$ cat src/rtl/regwp_pkg.sv
package regwp_pkg;

    localparam int ADDR_W = 8;
    localparam int DATA_W = 32;
    localparam int WOFS_W = ADDR_W - 2;
    localparam int KEY_W  = 24;
    localparam int KEY_LSB = DATA_W - KEY_W;
    localparam int NGRP   = 3;

    // mode register bit positions
    localparam int MB_GLOB  = 0;
    localparam int MB_IRQ   = 1;
    localparam int MB_CTRL  = 2;
    localparam int MB_FIRST = 4;

    // status register field positions
    localparam int SB_STICKY = 0;
    localparam int SB_SRC    = 8;
    localparam int SB_TYPE   = 16;

    typedef enum logic [1:0] {
        ERR_NONE = 2'd0,
        ERR_CFG  = 2'd1,
        ERR_IRQ  = 2'd2,
        ERR_CTRL = 2'd3
    } err_t;

    typedef enum logic [2:0] {
        GRP_CFG,
        GRP_IRQ,
        GRP_CTRL,
        GRP_MODE,
        GRP_STAT
    } grp_t;

    typedef struct packed {
        logic first;
        logic ctrl;
        logic irq;
        logic glob;
    } mode_t;

    typedef struct packed {
        logic              sticky;
        logic [WOFS_W-1:0] src;
        err_t              etype;
    } log_t;

    function automatic err_t grp_err(input int idx);
        case (idx)
            0:       return ERR_CFG;
            1:       return ERR_IRQ;
            default: return ERR_CTRL;
        endcase
    endfunction

endpackage

$ cat src/rtl/regwp_decode.sv
module regwp_decode
    import regwp_pkg::*;
#(
    parameter logic [WOFS_W-1:0] MODE_WOFS = 6'h39,
    parameter logic [WOFS_W-1:0] STAT_WOFS = 6'h3A,
    parameter logic [WOFS_W-1:0] CTRL_WOFS = 6'h00,
    parameter logic [WOFS_W-1:0] IRQ_WLO   = 6'h04,
    parameter logic [WOFS_W-1:0] IRQ_WHI   = 6'h07
) (
    input  logic [ADDR_W-1:0] addr,
    output grp_t              grp,
    output logic [WOFS_W-1:0] wofs
);

    logic [1:0] unused_byte_lane;

    assign wofs             = addr[ADDR_W-1:2];
    assign unused_byte_lane = addr[1:0];

    always_comb begin
        if (wofs == MODE_WOFS) begin
            grp = GRP_MODE;
        end else if (wofs == STAT_WOFS) begin
            grp = GRP_STAT;
        end else if (wofs == CTRL_WOFS) begin
            grp = GRP_CTRL;
        end else if (wofs >= IRQ_WLO && wofs <= IRQ_WHI) begin
            grp = GRP_IRQ;
        end else begin
            grp = GRP_CFG;
        end
    end

endmodule

$ cat src/rtl/regwp_mode.sv
module regwp_mode
    import regwp_pkg::*;
#(
    parameter logic [KEY_W-1:0] KEY = 24'h535044
) (
    input  logic              clk,
    input  logic              rst_n,
    input  logic              wr_en,
    input  logic [DATA_W-1:0] wdata,
    output mode_t             mode,
    output logic [DATA_W-1:0] rd_word
);

    mode_t mode_d, mode_q;
    logic  key_ok;
    logic  unused_spare;

    assign key_ok       = (wdata[KEY_LSB +: KEY_W] == KEY);
    assign unused_spare = ^{wdata[KEY_LSB-1:MB_FIRST+1], wdata[MB_FIRST-1:MB_CTRL+1]};

    always_comb begin
        mode_d = mode_q;
        if (wr_en) begin
            mode_d.first = wdata[MB_FIRST];
            if (key_ok) begin
                mode_d.glob = wdata[MB_GLOB];
                mode_d.irq  = wdata[MB_IRQ];
                mode_d.ctrl = wdata[MB_CTRL];
            end
        end
    end

    always_ff @(posedge clk or negedge rst_n) begin
        if (!rst_n) begin
            mode_q <= '0;
        end else begin
            mode_q <= mode_d;
        end
    end

    always_comb begin
        rd_word           = '0;
        rd_word[MB_GLOB]  = mode_q.glob;
        rd_word[MB_IRQ]   = mode_q.irq;
        rd_word[MB_CTRL]  = mode_q.ctrl;
        rd_word[MB_FIRST] = mode_q.first;
    end

    assign mode = mode_q;

endmodule

$ cat src/rtl/regwp_gate.sv
module regwp_gate
    import regwp_pkg::*;
(
    input  logic  wr,
    input  grp_t  grp,
    input  mode_t mode,
    output logic  allow,
    output logic  viol,
    output err_t  etype
);

    logic [NGRP-1:0] en;
    logic [NGRP-1:0] hit;
    logic [NGRP-1:0] blk;
    logic            target;

    assign en  = {mode.ctrl, mode.irq, mode.glob};
    assign hit = {grp == GRP_CTRL, grp == GRP_IRQ, grp == GRP_CFG};

    for (genvar g = 0; g < NGRP; g++) begin : g_grp
        assign blk[g] = wr & en[g] & hit[g];
    end

    assign target = |hit;
    assign viol   = |blk;
    assign allow  = wr & target & ~viol;

    always_comb begin
        etype = ERR_NONE;
        for (int g = 0; g < NGRP; g++) begin
            if (blk[g]) begin
                etype = grp_err(g);
            end
        end
    end

endmodule

$ cat src/rtl/regwp_log.sv
module regwp_log
    import regwp_pkg::*;
(
    input  logic              clk,
    input  logic              rst_n,
    input  logic              viol,
    input  err_t              etype,
    input  logic [WOFS_W-1:0] src,
    input  logic              clr,
    input  logic              keep_first,
    output log_t              rec,
    output logic              irq,
    output logic [DATA_W-1:0] rd_word
);

    typedef struct packed {
        log_t rec;
        logic irq;
    } st_t;

    st_t  st_d, st_q;
    logic series_open;

    always_comb begin
        st_d        = st_q;
        st_d.irq    = 1'b0;
        series_open = st_q.rec.sticky & ~clr;
        if (clr) begin
            st_d.rec = '0;
        end
        if (viol) begin
            if (!series_open) begin
                st_d.rec.sticky = 1'b1;
                st_d.rec.src    = src;
                st_d.rec.etype  = etype;
                st_d.irq        = 1'b1;
            end else if (!keep_first) begin
                st_d.rec.src   = src;
                st_d.rec.etype = etype;
            end
        end
    end

    always_ff @(posedge clk or negedge rst_n) begin
        if (!rst_n) begin
            st_q <= '0;
        end else begin
            st_q <= st_d;
        end
    end

    always_comb begin
        rd_word                      = '0;
        rd_word[SB_STICKY]           = st_q.rec.sticky;
        rd_word[SB_SRC +: WOFS_W]    = st_q.rec.src;
        rd_word[SB_TYPE +: 2]        = st_q.rec.etype;
    end

    assign rec = st_q.rec;
    assign irq = st_q.irq;

endmodule

$ cat src/rtl/regwp_guard.sv
module regwp_guard
    import regwp_pkg::*;
#(
    parameter logic [KEY_W-1:0]  KEY       = 24'h535044,
    parameter logic [WOFS_W-1:0] MODE_WOFS = 6'h39,
    parameter logic [WOFS_W-1:0] STAT_WOFS = 6'h3A,
    parameter logic [WOFS_W-1:0] CTRL_WOFS = 6'h00,
    parameter logic [WOFS_W-1:0] IRQ_WLO   = 6'h04,
    parameter logic [WOFS_W-1:0] IRQ_WHI   = 6'h07
) (
    input  logic              clk,
    input  logic              rst_n,
    input  logic              bus_wr,
    input  logic [ADDR_W-1:0] bus_waddr,
    input  logic [DATA_W-1:0] bus_wdata,
    input  logic              bus_rd,
    input  logic [ADDR_W-1:0] bus_raddr,
    output logic [DATA_W-1:0] bus_rdata,
    output logic              wr_allow,
    output logic              sw_err_irq
);

    grp_t              wgrp, rgrp;
    logic [WOFS_W-1:0] wofs, rofs;
    mode_t             mode_cur;
    log_t              log_cur;
    logic              viol;
    err_t              etype;
    logic [DATA_W-1:0] mode_word, stat_word;
    logic [DATA_W-1:0] rdata_d, rdata_q;
    logic [WOFS_W-1:0] unused_rofs;

    assign unused_rofs = rofs;

    regwp_decode #(
        .MODE_WOFS(MODE_WOFS), .STAT_WOFS(STAT_WOFS), .CTRL_WOFS(CTRL_WOFS),
        .IRQ_WLO(IRQ_WLO), .IRQ_WHI(IRQ_WHI)
    ) u_wdec (
        .addr (bus_waddr),
        .grp  (wgrp),
        .wofs (wofs)
    );

    regwp_decode #(
        .MODE_WOFS(MODE_WOFS), .STAT_WOFS(STAT_WOFS), .CTRL_WOFS(CTRL_WOFS),
        .IRQ_WLO(IRQ_WLO), .IRQ_WHI(IRQ_WHI)
    ) u_rdec (
        .addr (bus_raddr),
        .grp  (rgrp),
        .wofs (rofs)
    );

    regwp_mode #(.KEY(KEY)) u_mode (
        .clk     (clk),
        .rst_n   (rst_n),
        .wr_en   (bus_wr && wgrp == GRP_MODE),
        .wdata   (bus_wdata),
        .mode    (mode_cur),
        .rd_word (mode_word)
    );

    regwp_gate u_gate (
        .wr    (bus_wr),
        .grp   (wgrp),
        .mode  (mode_cur),
        .allow (wr_allow),
        .viol  (viol),
        .etype (etype)
    );

    regwp_log u_log (
        .clk        (clk),
        .rst_n      (rst_n),
        .viol       (viol),
        .etype      (etype),
        .src        (wofs),
        .clr        (bus_rd && rgrp == GRP_STAT),
        .keep_first (mode_cur.first),
        .rec        (log_cur),
        .irq        (sw_err_irq),
        .rd_word    (stat_word)
    );

    always_comb begin
        rdata_d = '0;
        if (bus_rd) begin
            case (rgrp)
                GRP_MODE: rdata_d = mode_word;
                GRP_STAT: rdata_d = stat_word;
                default:  rdata_d = '0;
            endcase
        end
    end

    always_ff @(posedge clk or negedge rst_n) begin
        if (!rst_n) begin
            rdata_q <= '0;
        end else begin
            rdata_q <= rdata_d;
        end
    end

    assign bus_rdata = rdata_q;

endmodule

$ cat config.mk
export PLATFORM = sky130hd
export DESIGN_NAME = regwp_guard
export DESIGN_NICKNAME = d
export VERILOG_FILES = /design/src/rtl/regwp_pkg.sv /design/src/rtl/regwp_decode.sv /design/src/rtl/regwp_mode.sv /design/src/rtl/regwp_gate.sv /design/src/rtl/regwp_log.sv /design/src/rtl/regwp_guard.sv
export SDC_FILE = /design/constraint.sdc
export NUM_CORES = 1
export LEC_CHECK = 0
export BUFFER_PORTS_ARGS = -buffer_cell sky130_fd_sc_hd__buf_2
export CAP_MARGIN = 20
export CORE_MARGIN = 1
export CORE_UTILIZATION = 40
export CTS_CLUSTER_DIAMETER = 40
export DETAILED_ROUTE_END_ITERATION = 12
export PLACE_DENSITY = 0.66
export SLEW_MARGIN = 20
export SYNTH_ARGS = -nofsm -noshare
export SYNTH_HDL_FRONTEND = slang
export SYNTH_HIERARCHICAL = 1
export SYNTH_SLANG_ARGS = --single-unit
$ cat constraint.sdc
create_clock -name clk -period 1.4 [get_ports clk]
set_input_delay 0.07 -clock clk [delete_from_list [all_inputs] [get_ports clk]]
set_output_delay 0.07 -clock clk [all_outputs]
set_load 0.01 [all_outputs]
After elaboration in Yosys (flattened, before gate mapping)
Index checks and enable logic that the tools add are counted.
- word-level logic and storage cells: 63
- output and inout port bits: 34
- bits of input ports: 52
- bits in registers: 46
- reductions and logical operators: 10
- bitwise operators: 11
- equal/unequal tests: 10
- multiplexer cells: 19
- order comparisons: 4
- operators with widths (cell ; count):
    18-bit one-hot mux with 2 select lines ; 1
    32-bit 2-to-1 mux ; 1
    24-bit by 23-bit == test with 1-bit output (second input constant) ; 1
    6-bit == test (second input constant) ; 4
    3-bit 2-to-1 mux ; 6
    8-bit 2-to-1 mux ; 2
    6-bit by 3-bit greater-or-equal comparator with 1-bit output (second input constant) ; 2
    6-bit by 3-bit less-or-equal comparator with 1-bit output (second input constant) ; 2
    6-bit logical NOT ; 2
    10-bit 2-to-1 mux ; 1
    1-bit bitwise AND ; 9
    3-bit by 2-bit == test with 1-bit output (second input constant) ; 3
    9-bit 2-to-1 mux ; 1
    3-bit OR reduction ; 2
    1-bit 2-to-1 mux ; 5
    1-bit logical AND ; 4
    2-bit 2-to-1 mux ; 2
    3-bit by 1-bit == test with 1-bit output (second input constant) ; 1
    3-bit == test (second input constant) ; 1
    3-bit logical NOT ; 1
    1-bit inverter ; 2
    2-bit AND reduction ; 1

Longest topological paths before layout
Gate-level depths: netlist of the first run.
- word-level depth: 14
- depth in mapped cells: 10
- gate-level depth less buffers: 7

By module
The synthesis of the first run kept the hierarchy.
- modules (own cells, without submodules) (module ; sequential area each (um2) ; instances ; cells an instance ; area an instance (um2)):
    regwp_guard ; 800.8 ; 1 ; 147 ; 1549.0
    regwp_log ; 250.2 ; 1 ; 75 ; 685.7
    regwp_mode ; 100.1 ; 1 ; 51 ; 481.7
    regwp_decode ; 0.0 ; 2 ; 14 ; 112.6
    regwp_gate ; 0.0 ; 1 ; 12 ; 111.4

Worst setup path after synthesis of the first run
No wires, ideal clock.
- kind: input to register
- start point: in bus_raddr[5]
- end point: reg u_log.st_q (netlist bit u_log/rd_word[12])
- stages: 10
- library setup time: 0.101 ns
- path buffers: 4
- setup slack: -0.443 ns
- required time: 1.299 ns
- arrival: 1.742 ns
- cells stage by stage: and3_4 -> a22o_2 -> or3b_1 -> buf_2 -> buf_6 -> nor2_1 -> buf_6 -> and3b_1 -> buf_6 -> o32ai_1
- RTL lines (element ; RTL line ; source):
    from (decl) ; regwp_guard.sv:17 ; input logic [ADDR_W-1:0] bus_raddr,
    to (signal assigned) ; regwp_log.sv:48 ; st_q <= st_d;
    to (decl) ; regwp_log.sv:21 ; st_t st_d, st_q;

Worst setup path after layout of the first run
- start point: in bus_waddr[3]
- end point: reg u_mode.mode_q (netlist bit u_mode/mode[0])
- elaborated cells between the ends (all ways): 13
- classes of those cells: order compare (2); eq/ne (3); mux (4); reduce/logical (4)
- RTL lines (element ; RTL line ; source):
    from (decl) ; regwp_guard.sv:14 ; input logic [ADDR_W-1:0] bus_waddr,
    6-bit logical NOT ; regwp_decode.sv:25 ; end else if (wofs == CTRL_WOFS) begin
    3-bit 2-to-1 mux ; regwp_decode.sv:25 ;
    3-bit 2-to-1 mux ; regwp_decode.sv:23 ; end else if (wofs == STAT_WOFS) begin
    3-bit 2-to-1 mux * ; regwp_decode.sv:21 ; if (wofs == MODE_WOFS) begin
    named net wgrp[1] ; regwp_guard.sv:23 ; grp_t wgrp, rgrp;
    3-bit by 2-bit == test with 1-bit output * ; regwp_guard.sv:56 ; .wr_en (bus_wr && wgrp == GRP_MODE),
    1-bit logical AND * ; regwp_guard.sv:56 ;
    2-bit AND reduction (no source line) * ; n/a ;
    to (signal assigned) ; regwp_mode.sv:37 ; mode_q <= mode_d;
    to (decl) ; regwp_mode.sv:14 ; mode_t mode_d, mode_q;
The timed path passes the listed nets; every way through them passes the cells marked *.
A chain may end at the register's enable or synchronous reset.

==> results of run 1 <==
[flip-flops by register name (all words and copies together), names as in the netlist]
register and count:
u_log/rd_word 9, u_log/irq 1, bus_rdata 32, u_mode/mode 4
[metrics by stage]
stage | std cells | utilization, % | setup TNS, ps
4_1_cts | 480 | 51.7 | -796
3_3_place_gp | 465 | 47.1 | -7610
6_report | 483 | 52.4 | -1040
5_1_grt | 483 | 52.4 | -2040
3_5_place_dp | 465 | 47.1 | -7930
2_1_floorplan | 347 | - | -4170
[cell type report]
class | instances | area [um^2]
fillers | 665 | 3310
clock inverters | 2 | 37.5
well taps | 96 | 120
multi-input cells | 214 | 1510
clock buffers | 6 | 72.6
repair buffers | 110 | 714
inverters | 9 | 33.8
flip-flops and latches | 46 | 1150
[worst max-delay path, stage by stage]
cell and delay, ps:
buf_8 110, nor3b_4 200, a22o_1 190, and4b_1 230, nor4bb_2 240, nand2_1 130, nor3_4 220, mux2_4 320
[final timing paths]
| path | to | start | cells past startpoint | slack [ps] |
|---|---|---|---|---|
| min | u_log/rd_word[11]$_DFF_PN0_ | bus_waddr[5] | 3 | 40 |
| min in group asynchronous | bus_rdata[25]$_DFF_PN0_ | rst_n | 2 | 270 |
| max in group asynchronous | u_log/rd_word[8]$_DFF_PN0_ | rst_n | 3 | 620 |
| max | u_mode/mode[0]$_DFFE_PN0P_ | bus_waddr[3] | 8 | -130 |
| min reg2reg | u_log/rd_word[12]$_DFF_PN0_ | u_log/rd_word[12]$_DFF_PN0_ | 2 | 550 |
| max reg2reg | u_log/rd_word[8]$_DFF_PN0_ | u_mode/mode[1]$_DFFE_PN0P_ | 6 | -30 |
[timing repair]
action,CTS,global route
setup buffers,2,3
hold buffers,5,0
pin swaps,8,3
gates resized for setup,33,4
endpoints found under the setup margin,13,12
endpoints found under the hold margin,23,0
[routing by layer]
| layer | track usage [%] | vias to the layer above | share of wire, % |
|---|---|---|---|
| li1 | - | 1083 | - |
| met1 | 18.4 | 937 | 44 |
| met2 | 27.5 | 69 | 49 |
| met3 | 3.77 | 9 | 5.6 |
| met4 | 4.92 | 0 | 1.5 |
| met5 | 0 | - | 0 |
[where the power goes]
group          switching (mW)  internal (mW)
Clock                   0.456          0.533
Sequential             0.0264           1.38
Combinational           0.218          0.206
Total                   0.700           2.12
==> flow_summary.ini, run 1 <==
[sta]
worst-slew-pin-transition_ps = 533
setup_violations = 12
fin_ws_ps = -135
finalCritPeriodShare_pct = 110
max_freq_ghz = 0.652
drv_slew = 0
whs_ps = 42.9
rsz0062_at_grt = yes
hold_violations = 0
maxSlewHeadroom_pct = 64.4
fin_crit_ps = 1530
clock_skew_ps = 8.22

[critical_path]
cp-end-kind = flip-flop
cp.arrival_ps = 1730
cp_max_fo = 4
crit_type = in -> reg
worst_ep_required_time_ps = 1600
cp-start-kind = input pin

[pwr]
total_power_mw = 2.82
power_density_nw_per_um2 = 774
irDropWorstVdd_mv = 0.546
p_leak_nw = 1.83

[clocking]
htreeDepth = 2
cts.clk_slew.worst_paths_ps = 90
cts_tree = built
clk_latency_ps = 300
clock_path_buffers = 2
cts_made_buffers = 5
cts.sinks = 46
cts-root-buf = clkbuf_8

[drt]
wl_um = 5520
ant_nets = 0
vias_per_cell = 4.34
drc = 0
vias = 2098
dr.pass1.iters = 4
drt-wirelength-per-cell_um = 11.4
drt_iter0_drc = 58

[floorplan]
die_h_um = 87.7
die_area_um2 = 7700
rows = 30
core_area_um2 = 6940
die_width_um = 87.7
io_pins = 86
start_util_pct = 42.3

[finish]
nets = 438
layout_common_cells = nand2_1 (71), buf_2 (71), conb_1 (51)
drive_gt1_share_pct = 45.2
antennaDiodeCount = 0
area_growth_syn_to_layout_pct = 23.7
fin_area_um2 = 3640

[status]
outcome = complete, but fails checks
violations = negative setup slack

[grt]
grt_pass1_vias = 2081
antenna_found_initial = 0
grt_usage_pct = 15.5
overflow = 0
grt_pass1_wl_um = 9290
grt_max_degree = 63

[flow_run]
max_cap_violations = 0

[synth]
yosys_warnings = 6
syn-cell-area_um2 = 2940
syn_avg_cell_area_um2 = 9.87
synthCells = 298

[place]
dp_hpwl_um = 3810
gp_congestion = 0.746
numPortBuffers = 77
place_ws_ps = -432
place_area_um2 = 3270

[min_path]
min-delay-path-class = in -> reg
Power figures use the tool's default switching activity.
==> run 2: changes to the inputs <==
--- a/config.mk
+++ b/config.mk
@@ -9,9 +9,11 @@
 export CAP_MARGIN = 20
 export CORE_MARGIN = 1
 export CORE_UTILIZATION = 40
+export CTS_BUF_LIST = sky130_fd_sc_hd__clkbuf_8 sky130_fd_sc_hd__clkbuf_16
 export CTS_CLUSTER_DIAMETER = 40
 export DETAILED_ROUTE_END_ITERATION = 12
 export PLACE_DENSITY = 0.66
+export RECOVER_POWER = 100
 export SLEW_MARGIN = 20
 export SYNTH_ARGS = -nofsm -noshare
 export SYNTH_HDL_FRONTEND = slang
==> run 2 against run 1 <==
Against the previous run:
- the flow still finishes with violations (negative setup slack)
- first-iteration DRC count fell by 16%
- clock skew about the same
- clock power fell by 0.5%
- sequential power is essentially flat
- final area is 1.7% lower
- fmax about the same
- global-route usage is the same
- register-to-register slack about the same
- worst hold slack about the same
- non-clock buffer count unchanged
- utilization down 0.86 points
- combinational power down 1%
==> flow_summary.ini, run 2 (synthesis gave the netlist of run 1 again) <==
[status]
outcome = complete, but fails checks
violations = negative setup slack

[clocking]
cts.clk_slew.worst_paths_ps = 90
cts_made_buffers = 5
clk_latency_ps = 300
cts_tree = built
clock_path_buffers = 2
cts-root-buf = clkbuf_8
htreeDepth = 2
cts.sinks = 46

[drt]
vias = 2105
wl_um = 5570
ant_nets = 0
drt-wirelength-per-cell_um = 11.5
drt_iter0_drc = 49
drc = 0
dr.pass1.iters = 4
vias_per_cell = 4.36

[critical_path]
cp-start-kind = input pin
cp_max_fo = 4
crit_family = simple AND/OR/NAND/NOR gates
cp_slowest_cell = mux2_4
cp-end-kind = flip-flop
worstReg2RegStart = u_mode/mode[1]$_DFFE_PN0P_
crit_chain = buf_8 > nor3b_4 > a22o_1 > and4b_1 > nor4bb_2 > nand2_1 > nor3_4 > mux2_4
worst_ep_required_time_ps = 1600
cp.arrival_ps = 1730
cp.buffers_inverters = 1
startpoint = bus_waddr[3]
crit_path_max_incr_delay_ps = 320
crit_type = in -> reg

[place]
place_area_um2 = 3270
gp_congestion = 0.746
place_ws_ps = -432
numPortBuffers = 77
dp_hpwl_um = 3810

[sta]
fin_setup_tns_ps = -1040
worst-slew-pin-transition_ps = 534
finalCritPeriodShare_pct = 110
fin_ws_ps = -136
whs_ps = 43.3
hold_violations = 0
setup_violations = 12
rsz0062_at_grt = yes
fin_crit_ps = 1540
drv_slew = 0
max_freq_ghz = 0.651
maxSlewHeadroom_pct = 64.4
clock_skew_ps = 8.32

[grt]
grt_pass1_vias = 2081
grt_pass1_wl_um = 9290
overflow = 0
antenna_found_initial = 0
grt_usage_pct = 15.5
grt_max_degree = 63

[floorplan]
die_area_um2 = 7700
start_util_pct = 42.3
die_h_um = 87.7
die_width_um = 87.7
rows = 30
core_area_um2 = 6940
io_pins = 86

[pwr]
p_leak_nw = 1.68
irDropWorstVdd_mv = 0.551
power_density_nw_per_um2 = 784

[finish]
area_growth_syn_to_layout_pct = 21.6
final_common_cell = nand2_1
layout_common_cells = nand2_1 (71), conb_1 (51), dfrtp_1 (46)
largest_register_ffs = 32
nets = 438
antennaDiodeCount = 0
fillerInstances = 667
fin_area_um2 = 3580
drive_gt1_share_pct = 36.2

[min_path]
min_from = bus_waddr[5]
min-delay-path-class = in -> reg

[flow_run]
max_cap_violations = 0
[run 2: path summary, 6_finish.rpt]
path	end	slack, ps	cells past startpoint
hold reg to reg	u_log/rd_word[12]$_DFF_PN0_	550	2
hold / removal	u_log/rd_word[11]$_DFF_PN0_	40	3
min in group asynchronous	bus_rdata[25]$_DFF_PN0_	280	2
max in group asynchronous	u_log/rd_word[8]$_DFF_PN0_	330	3
setup / recovery	u_mode/mode[0]$_DFFE_PN0P_	-140	8
setup reg to reg	u_log/rd_word[8]$_DFF_PN0_	-30	6
[run 2: power by group]
part	switching, mW	internal (mW)	leakage, nW
clock	0.458	0.526	0.0556
sequential	0.0265	1.38	0.615
combinational	0.218	0.200	1.00
total	0.702	2.10	1.68
[run 2: area by class of cell]
cell class / count / area (um^2) / area share [%]
multi-input combinational: 214 / 1500 / 42.0
sequential: 46 / 1150 / 32.2
clock inverter: 3 / 41.3 / 1.15
clock buffer: 5 / 68.8 / 1.92
tap: 96 / 120 / 3.36
inverter: 9 / 33.8 / 0.945
timing repair buffer: 110 / 659 / 18.4
[run 2: what timing repair did]
action                                  in CTS  in global routing
endpoints found under the setup margin      13                 12
hold buffers                                 5                  0
setup buffers                                2                  3
endpoints found under the hold margin       23                  0
resized for setup                           33                  4
pin swaps                                    8                  3
[run 2: layer usage]
metal	part of all wire, %	vias up	track usage, %	routed length, um
li1	-	1083	-	-
met1	44	942	18.4	2460
met2	48	71	27.5	2700
met3	5.8	9	3.77	325
met4	1.5	0	4.92	85
met5	0	-	0	0
[run 2: worst reg2reg max path, stage by stage (launching register included)]
cell and delay (ps):
dfrtp_1 380, buf_4 130, mux2i_1 170, o22ai_2 90, a21boi_2 160, buf_6 150
o32ai_2 250
[run 2: per-stage QoR]
| stage | total power [mW] | util, % | cells |
|---|---|---|---|
| finish | 2.80 | 51.5 | 483 |
| global route | 2.92 | 51.5 | 483 |
| CTS | 2.83 | 51.7 | 480 |
| detailed placement | 1.78 | 47.1 | 465 |
| global placement | 1.77 | 47.1 | 465 |
| floorplan | 1.74 | - | 347 |
